## config.mk

```make
export PLATFORM = sky130hd
export DESIGN_NAME = wt_snoop_ctrl
export DESIGN_NICKNAME = d
export VERILOG_FILES = /design/src/rtl/wts_pkg.sv /design/src/rtl/wts_line_store.sv /design/src/rtl/wts_snoop_match.sv /design/src/rtl/wts_ctrl_fsm.sv /design/src/rtl/wt_snoop_ctrl.sv
export SDC_FILE = /design/constraint.sdc
export NUM_CORES = 1
export LEC_CHECK = 0
export BUFFER_PORTS_ARGS = -buffer_cell sky130_fd_sc_hd__buf_2
export CAP_MARGIN = 20
export CORE_UTILIZATION = 45
export CTS_CLUSTER_DIAMETER = 40
export DETAILED_ROUTE_END_ITERATION = 8
export PLACE_DENSITY = 0.66
export SETUP_SLACK_MARGIN = 0.3
export SYNTH_ARGS = -nofsm -noshare
export SYNTH_HDL_FRONTEND = slang
export SYNTH_HIERARCHICAL = 1
export SYNTH_SLANG_ARGS = --single-unit
```

## constraint.sdc

```tcl
create_clock -name clk_i -period 8.3 [get_ports clk_i]
set_input_delay 0 -clock clk_i [delete_from_list [all_inputs] [get_ports clk_i]]
set_output_delay 0 -clock clk_i [all_outputs]
set_load 0.05 [all_outputs]
```

## src/rtl/wts_pkg.sv

```systemverilog
package wts_pkg;
  typedef enum logic [1:0] {
    ST_IDLE   = 2'd0,
    ST_BUS_RD = 2'd1,
    ST_BUS_WR = 2'd2
  } wts_state_e;
endpackage

```

## src/rtl/wts_line_store.sv

```systemverilog
module wts_line_store #(
  parameter  int LINES  = 16,
  parameter  int TAG_W  = 8,
  parameter  int DATA_W = 32,
  localparam int IDX_W  = $clog2(LINES)
) (
  input  logic              clk_i,
  input  logic              rst_ni,
  // processor-side lookup port
  input  logic [IDX_W-1:0]  lk_idx_i,
  output logic              lk_valid_o,
  output logic [TAG_W-1:0]  lk_tag_o,
  output logic [DATA_W-1:0] lk_data_o,
  // snoop-side lookup port
  input  logic [IDX_W-1:0]  sp_idx_i,
  output logic              sp_valid_o,
  output logic [TAG_W-1:0]  sp_tag_o,
  // writes
  input  logic              fill_en_i,
  input  logic [IDX_W-1:0]  fill_idx_i,
  input  logic [TAG_W-1:0]  fill_tag_i,
  input  logic [DATA_W-1:0] fill_data_i,
  input  logic              upd_en_i,
  input  logic [IDX_W-1:0]  upd_idx_i,
  input  logic [DATA_W-1:0] upd_data_i,
  input  logic [LINES-1:0]  inv_i
);
  logic [LINES-1:0]  valid_w;
  logic [TAG_W-1:0]  tag_w  [LINES];
  logic [DATA_W-1:0] data_w [LINES];

  for (genvar g = 0; g < LINES; g++) begin : g_line
    logic              v_q;
    logic [TAG_W-1:0]  t_q;
    logic [DATA_W-1:0] d_q;
    logic              fill_here;
    logic              upd_here;

    assign fill_here = fill_en_i && (fill_idx_i == IDX_W'(g));
    assign upd_here  = upd_en_i  && (upd_idx_i  == IDX_W'(g));

    // invalidation beats a fill in the same cycle
    always_ff @(posedge clk_i or negedge rst_ni) begin
      if (!rst_ni)       v_q <= 1'b0;
      else if (inv_i[g]) v_q <= 1'b0;
      else if (fill_here) v_q <= 1'b1;
    end

    always_ff @(posedge clk_i) begin
      if (fill_here) begin
        t_q <= fill_tag_i;
        d_q <= fill_data_i;
      end else if (upd_here) begin
        d_q <= upd_data_i;
      end
    end

    assign valid_w[g] = v_q;
    assign tag_w[g]   = t_q;
    assign data_w[g]  = d_q;
  end

  assign lk_valid_o = valid_w[lk_idx_i];
  assign lk_tag_o   = tag_w[lk_idx_i];
  assign lk_data_o  = data_w[lk_idx_i];
  assign sp_valid_o = valid_w[sp_idx_i];
  assign sp_tag_o   = tag_w[sp_idx_i];
endmodule

```

## src/rtl/wts_snoop_match.sv

```systemverilog
module wts_snoop_match #(
  parameter  int LINES  = 16,
  parameter  int ADDR_W = 12,
  parameter  int ID_W   = 2,
  parameter  int MY_ID  = 1,
  localparam int IDX_W  = $clog2(LINES),
  localparam int TAG_W  = ADDR_W - IDX_W
) (
  input  logic              snp_valid_i,
  input  logic              snp_we_i,
  input  logic [ADDR_W-1:0] snp_addr_i,
  input  logic [ID_W-1:0]   snp_id_i,
  output logic [IDX_W-1:0]  sp_idx_o,
  input  logic              sp_valid_i,
  input  logic [TAG_W-1:0]  sp_tag_i,
  output logic [LINES-1:0]  inv_o
);
  logic foreign_wr;
  logic line_hit;

  assign sp_idx_o   = snp_addr_i[IDX_W-1:0];
  assign foreign_wr = snp_valid_i && snp_we_i && (snp_id_i != ID_W'(MY_ID));
  assign line_hit   = foreign_wr && sp_valid_i && (sp_tag_i == snp_addr_i[ADDR_W-1:IDX_W]);

  for (genvar g = 0; g < LINES; g++) begin : g_dec
    assign inv_o[g] = line_hit && (sp_idx_o == IDX_W'(g));
  end
endmodule

```

## src/rtl/wts_ctrl_fsm.sv

```systemverilog
module wts_ctrl_fsm
  import wts_pkg::*;
#(
  parameter int ADDR_W = 12,
  parameter int DATA_W = 32
) (
  input  logic              clk_i,
  input  logic              rst_ni,
  input  logic              cpu_req_i,
  input  logic              cpu_we_i,
  input  logic [ADDR_W-1:0] cpu_addr_i,
  input  logic [DATA_W-1:0] cpu_wdata_i,
  output logic              cpu_ready_o,
  output logic              cpu_done_o,
  output logic [DATA_W-1:0] cpu_rdata_o,
  output logic              bus_req_o,
  output logic              bus_we_o,
  output logic [ADDR_W-1:0] bus_addr_o,
  output logic [DATA_W-1:0] bus_wdata_o,
  input  logic              bus_ack_i,
  input  logic [DATA_W-1:0] bus_rdata_i,
  output logic [ADDR_W-1:0] lk_addr_o,
  input  logic              lk_hit_i,
  input  logic [DATA_W-1:0] lk_data_i,
  output logic              fill_en_o,
  output logic              upd_en_o
);
  wts_state_e        state_q, state_d;
  logic [ADDR_W-1:0] addr_q;
  logic [DATA_W-1:0] wdata_q;
  logic [DATA_W-1:0] rdata_q;
  logic              done_q;
  logic              accept;

  assign cpu_ready_o = (state_q == ST_IDLE);
  assign accept      = cpu_ready_o && cpu_req_i;
  assign bus_req_o   = (state_q != ST_IDLE);
  assign bus_we_o    = (state_q == ST_BUS_WR);
  assign bus_addr_o  = addr_q;
  assign bus_wdata_o = wdata_q;
  assign cpu_done_o  = done_q;
  assign cpu_rdata_o = rdata_q;
  assign lk_addr_o   = cpu_ready_o ? cpu_addr_i : addr_q;
  assign fill_en_o   = (state_q == ST_BUS_RD) && bus_ack_i;
  assign upd_en_o    = (state_q == ST_BUS_WR) && bus_ack_i && lk_hit_i;

  always_comb begin
    state_d = state_q;
    unique case (state_q)
      ST_IDLE: begin
        if (accept) begin
          if (cpu_we_i)       state_d = ST_BUS_WR;
          else if (!lk_hit_i) state_d = ST_BUS_RD;
        end
      end
      ST_BUS_RD, ST_BUS_WR: if (bus_ack_i) state_d = ST_IDLE;
      default: state_d = ST_IDLE;
    endcase
  end

  always_ff @(posedge clk_i or negedge rst_ni) begin
    if (!rst_ni) begin
      state_q <= ST_IDLE;
      addr_q  <= '0;
      wdata_q <= '0;
      rdata_q <= '0;
      done_q  <= 1'b0;
    end else begin
      state_q <= state_d;
      done_q  <= 1'b0;
      if (accept) begin
        addr_q  <= cpu_addr_i;
        wdata_q <= cpu_wdata_i;
        if (!cpu_we_i && lk_hit_i) begin
          done_q  <= 1'b1;
          rdata_q <= lk_data_i;
        end
      end
      if (state_q == ST_BUS_RD && bus_ack_i) begin
        done_q  <= 1'b1;
        rdata_q <= bus_rdata_i;
      end
      if (state_q == ST_BUS_WR && bus_ack_i) done_q <= 1'b1;
    end
  end
endmodule

```

## src/rtl/wt_snoop_ctrl.sv

```systemverilog
module wt_snoop_ctrl #(
  parameter  int LINES  = 16,
  parameter  int ADDR_W = 12,
  parameter  int DATA_W = 32,
  parameter  int ID_W   = 2,
  parameter  int MY_ID  = 1,
  localparam int IDX_W  = $clog2(LINES),
  localparam int TAG_W  = ADDR_W - IDX_W
) (
  input  logic              clk_i,
  input  logic              rst_ni,
  input  logic              cpu_req_i,
  input  logic              cpu_we_i,
  input  logic [ADDR_W-1:0] cpu_addr_i,
  input  logic [DATA_W-1:0] cpu_wdata_i,
  output logic              cpu_ready_o,
  output logic              cpu_done_o,
  output logic [DATA_W-1:0] cpu_rdata_o,
  output logic              bus_req_o,
  output logic              bus_we_o,
  output logic [ADDR_W-1:0] bus_addr_o,
  output logic [DATA_W-1:0] bus_wdata_o,
  output logic [ID_W-1:0]   bus_id_o,
  input  logic              bus_ack_i,
  input  logic [DATA_W-1:0] bus_rdata_i,
  input  logic              snp_valid_i,
  input  logic              snp_we_i,
  input  logic [ADDR_W-1:0] snp_addr_i,
  input  logic [ID_W-1:0]   snp_id_i
);
  logic [ADDR_W-1:0] lk_addr;
  logic [IDX_W-1:0]  lk_idx;
  logic [TAG_W-1:0]  lk_tag_req;
  logic              lk_valid;
  logic [TAG_W-1:0]  lk_tag;
  logic [DATA_W-1:0] lk_data;
  logic              lk_hit;
  logic [IDX_W-1:0]  sp_idx;
  logic              sp_valid;
  logic [TAG_W-1:0]  sp_tag;
  logic [LINES-1:0]  inv;
  logic              fill_en;
  logic              upd_en;

  assign bus_id_o   = ID_W'(MY_ID);
  assign lk_idx     = lk_addr[IDX_W-1:0];
  assign lk_tag_req = lk_addr[ADDR_W-1:IDX_W];
  // a same-cycle invalidation turns a would-be hit into a miss
  assign lk_hit     = lk_valid && (lk_tag == lk_tag_req) && !inv[lk_idx];

  wts_ctrl_fsm #(.ADDR_W(ADDR_W), .DATA_W(DATA_W)) u_fsm (
    .clk_i       (clk_i),
    .rst_ni      (rst_ni),
    .cpu_req_i   (cpu_req_i),
    .cpu_we_i    (cpu_we_i),
    .cpu_addr_i  (cpu_addr_i),
    .cpu_wdata_i (cpu_wdata_i),
    .cpu_ready_o (cpu_ready_o),
    .cpu_done_o  (cpu_done_o),
    .cpu_rdata_o (cpu_rdata_o),
    .bus_req_o   (bus_req_o),
    .bus_we_o    (bus_we_o),
    .bus_addr_o  (bus_addr_o),
    .bus_wdata_o (bus_wdata_o),
    .bus_ack_i   (bus_ack_i),
    .bus_rdata_i (bus_rdata_i),
    .lk_addr_o   (lk_addr),
    .lk_hit_i    (lk_hit),
    .lk_data_i   (lk_data),
    .fill_en_o   (fill_en),
    .upd_en_o    (upd_en)
  );

  wts_line_store #(.LINES(LINES), .TAG_W(TAG_W), .DATA_W(DATA_W)) u_store (
    .clk_i       (clk_i),
    .rst_ni      (rst_ni),
    .lk_idx_i    (lk_idx),
    .lk_valid_o  (lk_valid),
    .lk_tag_o    (lk_tag),
    .lk_data_o   (lk_data),
    .sp_idx_i    (sp_idx),
    .sp_valid_o  (sp_valid),
    .sp_tag_o    (sp_tag),
    .fill_en_i   (fill_en),
    .fill_idx_i  (lk_idx),
    .fill_tag_i  (lk_tag_req),
    .fill_data_i (bus_rdata_i),
    .upd_en_i    (upd_en),
    .upd_idx_i   (lk_idx),
    .upd_data_i  (bus_wdata_o),
    .inv_i       (inv)
  );

  wts_snoop_match #(.LINES(LINES), .ADDR_W(ADDR_W), .ID_W(ID_W), .MY_ID(MY_ID)) u_snoop (
    .snp_valid_i (snp_valid_i),
    .snp_we_i    (snp_we_i),
    .snp_addr_i  (snp_addr_i),
    .snp_id_i    (snp_id_i),
    .sp_idx_o    (sp_idx),
    .sp_valid_i  (sp_valid),
    .sp_tag_i    (sp_tag),
    .inv_o       (inv)
  );
endmodule

```

==> results.md, run 1 <==
- Die span in y: 287 um
- CTS tree: done
- Register area share after synthesis: 0.592
- Hold-critical path depth: 5
- Sink Count: 735
- Cell count after synthesis: 2,111
- Max Buffers Root-to-Sink: 3
- Slew @ Worst Pin: 1.22 ns
- Hold endpoint: u_store/g_line[14].v_q
- R2r startpoint: u_fsm/state_q[0]
- # Max-Cap Violations: 0
- Startpoint Class: register
- # rows: 104
- Antenna-violating nets left: 0
- Post-CTS Resized: 0
- Largest net degree at the start of global routing: 110
- PnR Total Power: 16.5 mW
- Min Tclk post-route: 6.65 ns
- Max Clk Rate: 150 MHz
- Final worst path period share: 0.801
- Slowest cell delay on critical path: 0.91 ns
- Static leakage: 15.0 nW
- Peak ir drop on the vdd network: 285 uV
- IO Pins: 179
- Fraction of layout cells with a size suffix above 1: 0.533
- Post-synth EDFFs: 640
- Horiz. Die Dim: 287 um
- # port buffers: 176
- Commonest non-fill, non-tap cell in the layout: edfxtp_1
- Routed vias: 21.7k
- Largest family of logic cells by synthesized area: multiplexers
- Worst-path clk slew: 0.06 ns
- Cell accounting for the most synthesized area: edfxtp_1
- Mapped Area: 36,500 sq um
- FF+latch count, synth: 735
- Hold path start: snp_addr_i[4]
- Total global-route track usage: 0.253
- Fin cells: 3,499
- CP delay by family, top: simple AND/OR/NAND/NOR gates
- RR Endpoint: u_store/g_line[1].d_q[7]
- Crit-path max FO: 70
- Synth Area in Adders: 0.00137
- Synth warn: 6
- Num CTS Buffers: 117
- Worst path bufs/invs: 3
- Slew headroom: 0.185
- Synth Area in XOR/XNOR: 0.00384
- Clock root cell: clkbuf_16
- Compound-cell area share of the yosys netlist: 0.0276
- WL final: 103,000 um
- Clock latency on the worst-skew pair: 0.70 ns
- Synth top area cells: edfxtp_1 (53%), mux2_2 (19%), mux4_2 (12%)
- Final setup skew: 0.0474 ns
- Die area: 82,200 sq um
- TNS Setup: 0 ns
- Initial DRC count: 2,091
- Initial core utilization: 0.454
- Yosys top cell area share: 0.527
- Gr ovfl total: 0
- Synth cell types: 50
- Avg WL per Cell: 29.5 um
- Flop-to-flop setup slack: 1.65 ns
- Synthesized Nets: 2,212
- Vias in the first global route: 22.4k
- Async set-reset flop share out of synthesis: 0.129
- Pwr/cell area: 380 nW/um^2
- Crit-path cells: inv_1 -> ha_1 -> mux2_8 -> buf_4 -> mux4_2 -> a22oi_1 -> nand2_1 -> xnor2_1 -> nand4_1 -> nor2_1 -> and3_1 -> or3b_2 -> o21ai_4 -> buf_4
- DR pass1 iterations: 5
- Worst min path class: in2reg
- Setup CP Type: reg2reg
- Crit-path most repeated cell: buf_4
- Hold Violations, Final: 0
- Arrival time at the worst endpoint: 7.05 ns
- H-Tree Depth: 3
- Gpl congestion: 0.830
- Most frequent cells in the layout: edfxtp_1 (640), mux2_2 (607), mux4_2 (200)
- Worst EP required: 8.70 ns
- DP Wirelength: 60,100 um
- Pins Over Slew Limit: 0
- First-pass GRT wire length: 152,000 um
- Via density: 6.19
- RSZ-0062 raised after global routing: no
- Slowest-stage cell, CP: o21ai_4
- Synth Flop Type: edfxtp_1
- Status: complete, no violations
- R2R cell count: 14
- Post-Place Cells: 3,188
- Core area: 80,400 sq um
- Setup crit end kind: register
- # Post-CTS Setup Buffers: 0
- Syn Area/Cell: 17.3 sq um
- Drc violations: 0
- Post-synthesis mux area share: 0.323
- Initial antenna violation count: 3
- # setup viols final: 0
- Post-Synth Simple-Gate Area: 0.0232
- Layout area overhead: 19.1%
- Final nets: 2,437
==> worst reg2reg max path: stages, from the launching register on <==
cell,delay [ns]
dfrtp_1,0.40
inv_1,0.14
ha_1,0.64
mux2_8,0.76
buf_4,0.93
mux4_2,0.44
a22oi_1,0.19
nand2_1,0.09
xnor2_1,0.15
nand4_1,0.11
nor2_1,0.30
and3_1,0.36
or3b_2,0.62
o21ai_4,0.91
buf_4,0.34
==> power by group <==
group          internal [mW]  switching, mW  leakage [nW]
combinational           2.76           3.30          6.15
sequential              4.85          0.621          6.92
clock                   3.05           1.95          1.96
total                   10.7           5.87          15.0
==> synthesized netlist by cell type (11+ instances only) <==
master / n
edfxtp_1: 640
mux2_2: 609
mux4_2: 200
a22oi_1: 100
clkbuf_1: 96
dfrtp_1: 95
nand2_1: 66
buf_2: 65
buf_4: 21
nor2_1: 18
nor4_1: 17
mux2_1: 15
a21oi_1: 12
inv_1: 12
o22ai_1: 11
==> kinds of logic after synthesis <==
kind of cell,Yosys count
buffers and inverters,215
multiplexers,840
AND/OR/NAND/NOR,161
XOR/XNOR,16
adder cells (fa/ha/maj),4
AO/OA/AOI/OAI,138
flip-flops,735
other,2
==> timing repair <==
item,CTS,global route
hold buffers,86,0
hold endpoints to repair,736,0
endpoints found under the setup margin,0,0
==> worst max-delay path by stage <==
stage	start	endpoint	slack (ns)	depth (start not counted)
after floorplan	u_fsm/state_q[0]	u_store/g_line[1].d_q[0]	1.25	16
after global placement	u_fsm/state_q[0]	u_store/g_line[2].d_q[4]	1.64	14
final	u_fsm/state_q[0]	u_store/g_line[1].d_q[7]	1.65	14
after global routing	u_fsm/state_q[0]	u_store/g_line[3].d_q[7]	1.31	14
after CTS	u_fsm/state_q[0]	u_store/g_line[0].d_q[6]	1.64	14
after detailed placement	u_fsm/state_q[0]	u_store/g_line[0].d_q[31]	1.63	14
==> metal layers <==
layer / wire length (um) / track usage
met1: 42600 / 0.350
met2: 50400 / 0.415
met3: 7680 / 0.0411
met4: 2490 / 0.0713
met5: 0 / 0
==> state kept, by name, indices dropped and copies added, names as in the netlist <==
| register | flops |
|---|---|
| u_fsm/bus_addr_o | 12 |
| u_fsm/bus_wdata_o | 32 |
| u_fsm/cpu_done_o | 1 |
| u_fsm/cpu_rdata_o | 32 |
| u_fsm/state_q | 2 |
| u_store/g_line.d_q | 512 |
| u_store/g_line.t_q | 128 |
| u_store/g_line.v_q | 16 |
==> through the flow <==
step | hold WS, ns | setup WS [ns] | area [sq um] | util
final | 0.0568 | 1.65 | 43500 | 0.541
after global routing | 0.0582 | 1.31 | 43500 | 0.541
after CTS | 0.000570 | 1.64 | 43400 | 0.540
after detailed placement | 0.132 | 1.63 | 38400 | 0.478
after global placement | 0.111 | 1.64 | 38300 | 0.477
after floorplan | -0.296 | 1.25 | 36500 | -
==> area by class of cell <==
type / instances / area [sq um]
fill: 6375 / 36900
multi-input combinational: 1161 / 14200
antenna: 1 / 2.50
inverter: 12 / 45.0
clock inverter: 96 / 1130
timing repair buffer: 309 / 2220
sequential: 735 / 21600
tap: 1060 / 1330
clock buffer: 125 / 2980
No activity file was read; power rests on OpenSTA's default activity.
==> run 2: changes to the inputs <==
==> constraint.sdc (replaced) <==
create_clock -name clk_i -period 6.22 [get_ports clk_i]
set_input_delay 0 -clock clk_i [delete_from_list [all_inputs] [get_ports clk_i]]
set_output_delay 0 -clock clk_i [all_outputs]
set_load 0.05 [all_outputs]
==> results.md, run 2 (synthesized netlist as in run 1, its figures left out) <==
- Core Util, Final: 0.541 (+0.000746)
- Fraction of layout cells with a size suffix above 1: 0.534 (+0.000846)
- Drc violations: 0 (unchanged)
- Arrival time at the worst endpoint: 5.93 ns (-1.12 ns)
- # Max-Cap Violations: 0 (unchanged)
- Startpoint Class: register
- Layout area overhead: 19.3%
- Failing checks: hold timing
- CTS tree: done
- Worst min path class: in2async
- Initial DRC count: 2,256 (+7.9%)
- # port buffers: 176 (unchanged)
- Core area: 80,400 sq um (unchanged)
- Clock latency on the worst-skew pair: 0.69 ns (about the same)
- DR pass1 iterations: 5 (unchanged)
- Min Tclk post-route: 5.58 ns (-1.07 ns)
- R2R cell count: 15 (+1)
- IO Pins: 179 (unchanged)
- Num CTS Buffers: 114 (-2.6%)
- Post-CTS Hold Fix Bufs: 84 (-2.3%)
- Largest Register: u_store/g_line.d_q
- Final setup skew: 0.0453 ns (-0.00205 ns)
- Min Hold Slack: -0.0102 ns (-0.0671 ns)
- Status: complete, but fails checks
- Flop-to-flop setup slack: 0.64 ns (-1.01 ns)
- TNS Setup: 0 ns (unchanged)
- Total global-route track usage: 0.244 (-0.00916)
- # Post-CTS Setup Buffers: 0 (unchanged)
- Final worst path period share: 0.897 (+0.0959)
- Via density: 6.14 (-0.89%)
- Commonest non-fill, non-tap cell in the layout: edfxtp_1
- Slew @ Worst Pin: 1.13 ns (-0.0895 ns)
- Largest net degree at the start of global routing: 62 (-44%)
- Antenna-violating nets left: 0 (unchanged)
- Die span in y: 287 um (unchanged)
- Max Buffers Root-to-Sink: 3 (unchanged)
- Max Clk Rate: 179 MHz (+19%)
- Crit-path max FO: 45 (-36%)
- Most frequent cells in the layout: edfxtp_1 (640), mux2_2 (607), mux4_2 (200)
- Setup crit end kind: register
- Routed vias: 21.5k (-0.55%)
- Clock root cell: clkbuf_16
- Slew headroom: 0.244 (+0.0587)
- Hold Violations, Final: 4 (+4)
- H-Tree Depth: 3 (unchanged)
- Biggest regs: u_store/g_line.d_q x512, u_store/g_line.t_q x128
- WL final: 99,500 um (-3.6%)
- Worst-path clk slew: 0.06 ns (about the same)
- Static leakage: 15.1 nW (+0.31%)
- Setup CP Type: reg2reg
- DP Wirelength: 59,500 um (-1.0%)
- Final WS setup: 0.639 ns (-1.01 ns)
- Worst slack, placed: 0.475 ns (-1.15 ns)
- Pwr/cell area: 501 nW/um^2 (+32%)
- Initial antenna violation count: 1 (-2)
- # rows: 104 (unchanged)
- Horiz. Die Dim: 287 um (unchanged)
- Die area: 82,200 sq um (unchanged)
- Gr ovfl total: 0 (unchanged)
- Post-CTS Resized: 0 (unchanged)
- Peak ir drop on the vdd network: 360 uV (+26%)
- RSZ-0062 raised after global routing: no
- Fin cells: 3,511 (+0.34%)
- Vias in the first global route: 22.3k (-0.10%)
- First-pass GRT wire length: 148,000 um (-2.9%)
- Sink Count: 735 (unchanged)
- Initial core utilization: 0.454 (unchanged)
- Post-Place Cells: 3,215 (+0.85%)
- Largest register FFs: 512 (unchanged)
- Final nets: 2,456 (+0.78%)
- Avg WL per Cell: 28.3 um (-3.9%)
- Gpl congestion: 0.884 (+6.5%)
- Antenna Diode Count: 0 (-1)
- Worst EP required: 6.57 ns (-2.13 ns)
- # setup viols final: 0 (unchanged)
- Pins Over Slew Limit: 0 (unchanged)
[run 2: power by group]
| part | internal, mW | leakage, nW | switching (mW) |
|---|---|---|---|
| Sequential | 6.47 | 6.92 | 0.762 |
| Clock | 4.13 | 1.91 | 2.41 |
| Combinational | 3.70 | 6.25 | 4.33 |
| Total | 14.3 | 15.1 | 7.50 |
[run 2: cell type report]
type / count / area, sq um
repair buffers: 331 / 2410
well taps: 1060 / 1330
inverters: 12 / 45.0
clock inverters: 85 / 960
multi-input cells: 1161 / 14200
fillers: 6370 / 36900
flip-flops and latches: 735 / 21600
clock buffers: 127 / 3040
[run 2: per-stage QoR]
stage / total power [mW] / area (sq um)
after global placement: 15.1 / 38700
after global routing: 22.7 / 43500
after CTS: 21.9 / 43500
after floorplan: 13.1 / 36500
final: 21.8 / 43500
after detailed placement: 15.3 / 38700
[run 2: critical path: stages (launching register included)]
cell     delay (ns)
dfrtp_1        0.41
inv_1          0.14
ha_1           0.36
buf_4          0.26
mux2_8         0.51
mux4_2         0.58
a22oi_1        0.27
nand2_1        0.12
xor2_1         0.15
nor4_1         0.33
nand4_1        0.12
nor2_1         0.32
and3_1         0.40
nand3_1        0.39
o21ai_4        0.52
buf_12         0.30
[run 2: final timing paths]
| kind | start | end |
|---|---|---|
| max | u_fsm/state_q[0] | u_store/g_line[12].d_q[22] |
| min | rst_ni | u_fsm/bus_addr_o[10] |
| max reg2reg | u_fsm/state_q[0] | u_store/g_line[12].d_q[22] |
| min reg2reg | u_fsm/cpu_rdata_o[21] | u_fsm/cpu_rdata_o[21] |
| max in group asynchronous | rst_ni | u_store/g_line[13].v_q |
| min in group clk_i | snp_addr_i[4] | u_store/g_line[10].v_q |
[run 2: metal layers]
metal,up-vias,share of wire,GRT usage
met5,-,0,0
met4,0,0.026,0.0774
met3,158,0.076,0.0390
met2,1023,0.49,0.401
met1,11312,0.40,0.333
li1,9050,-,-
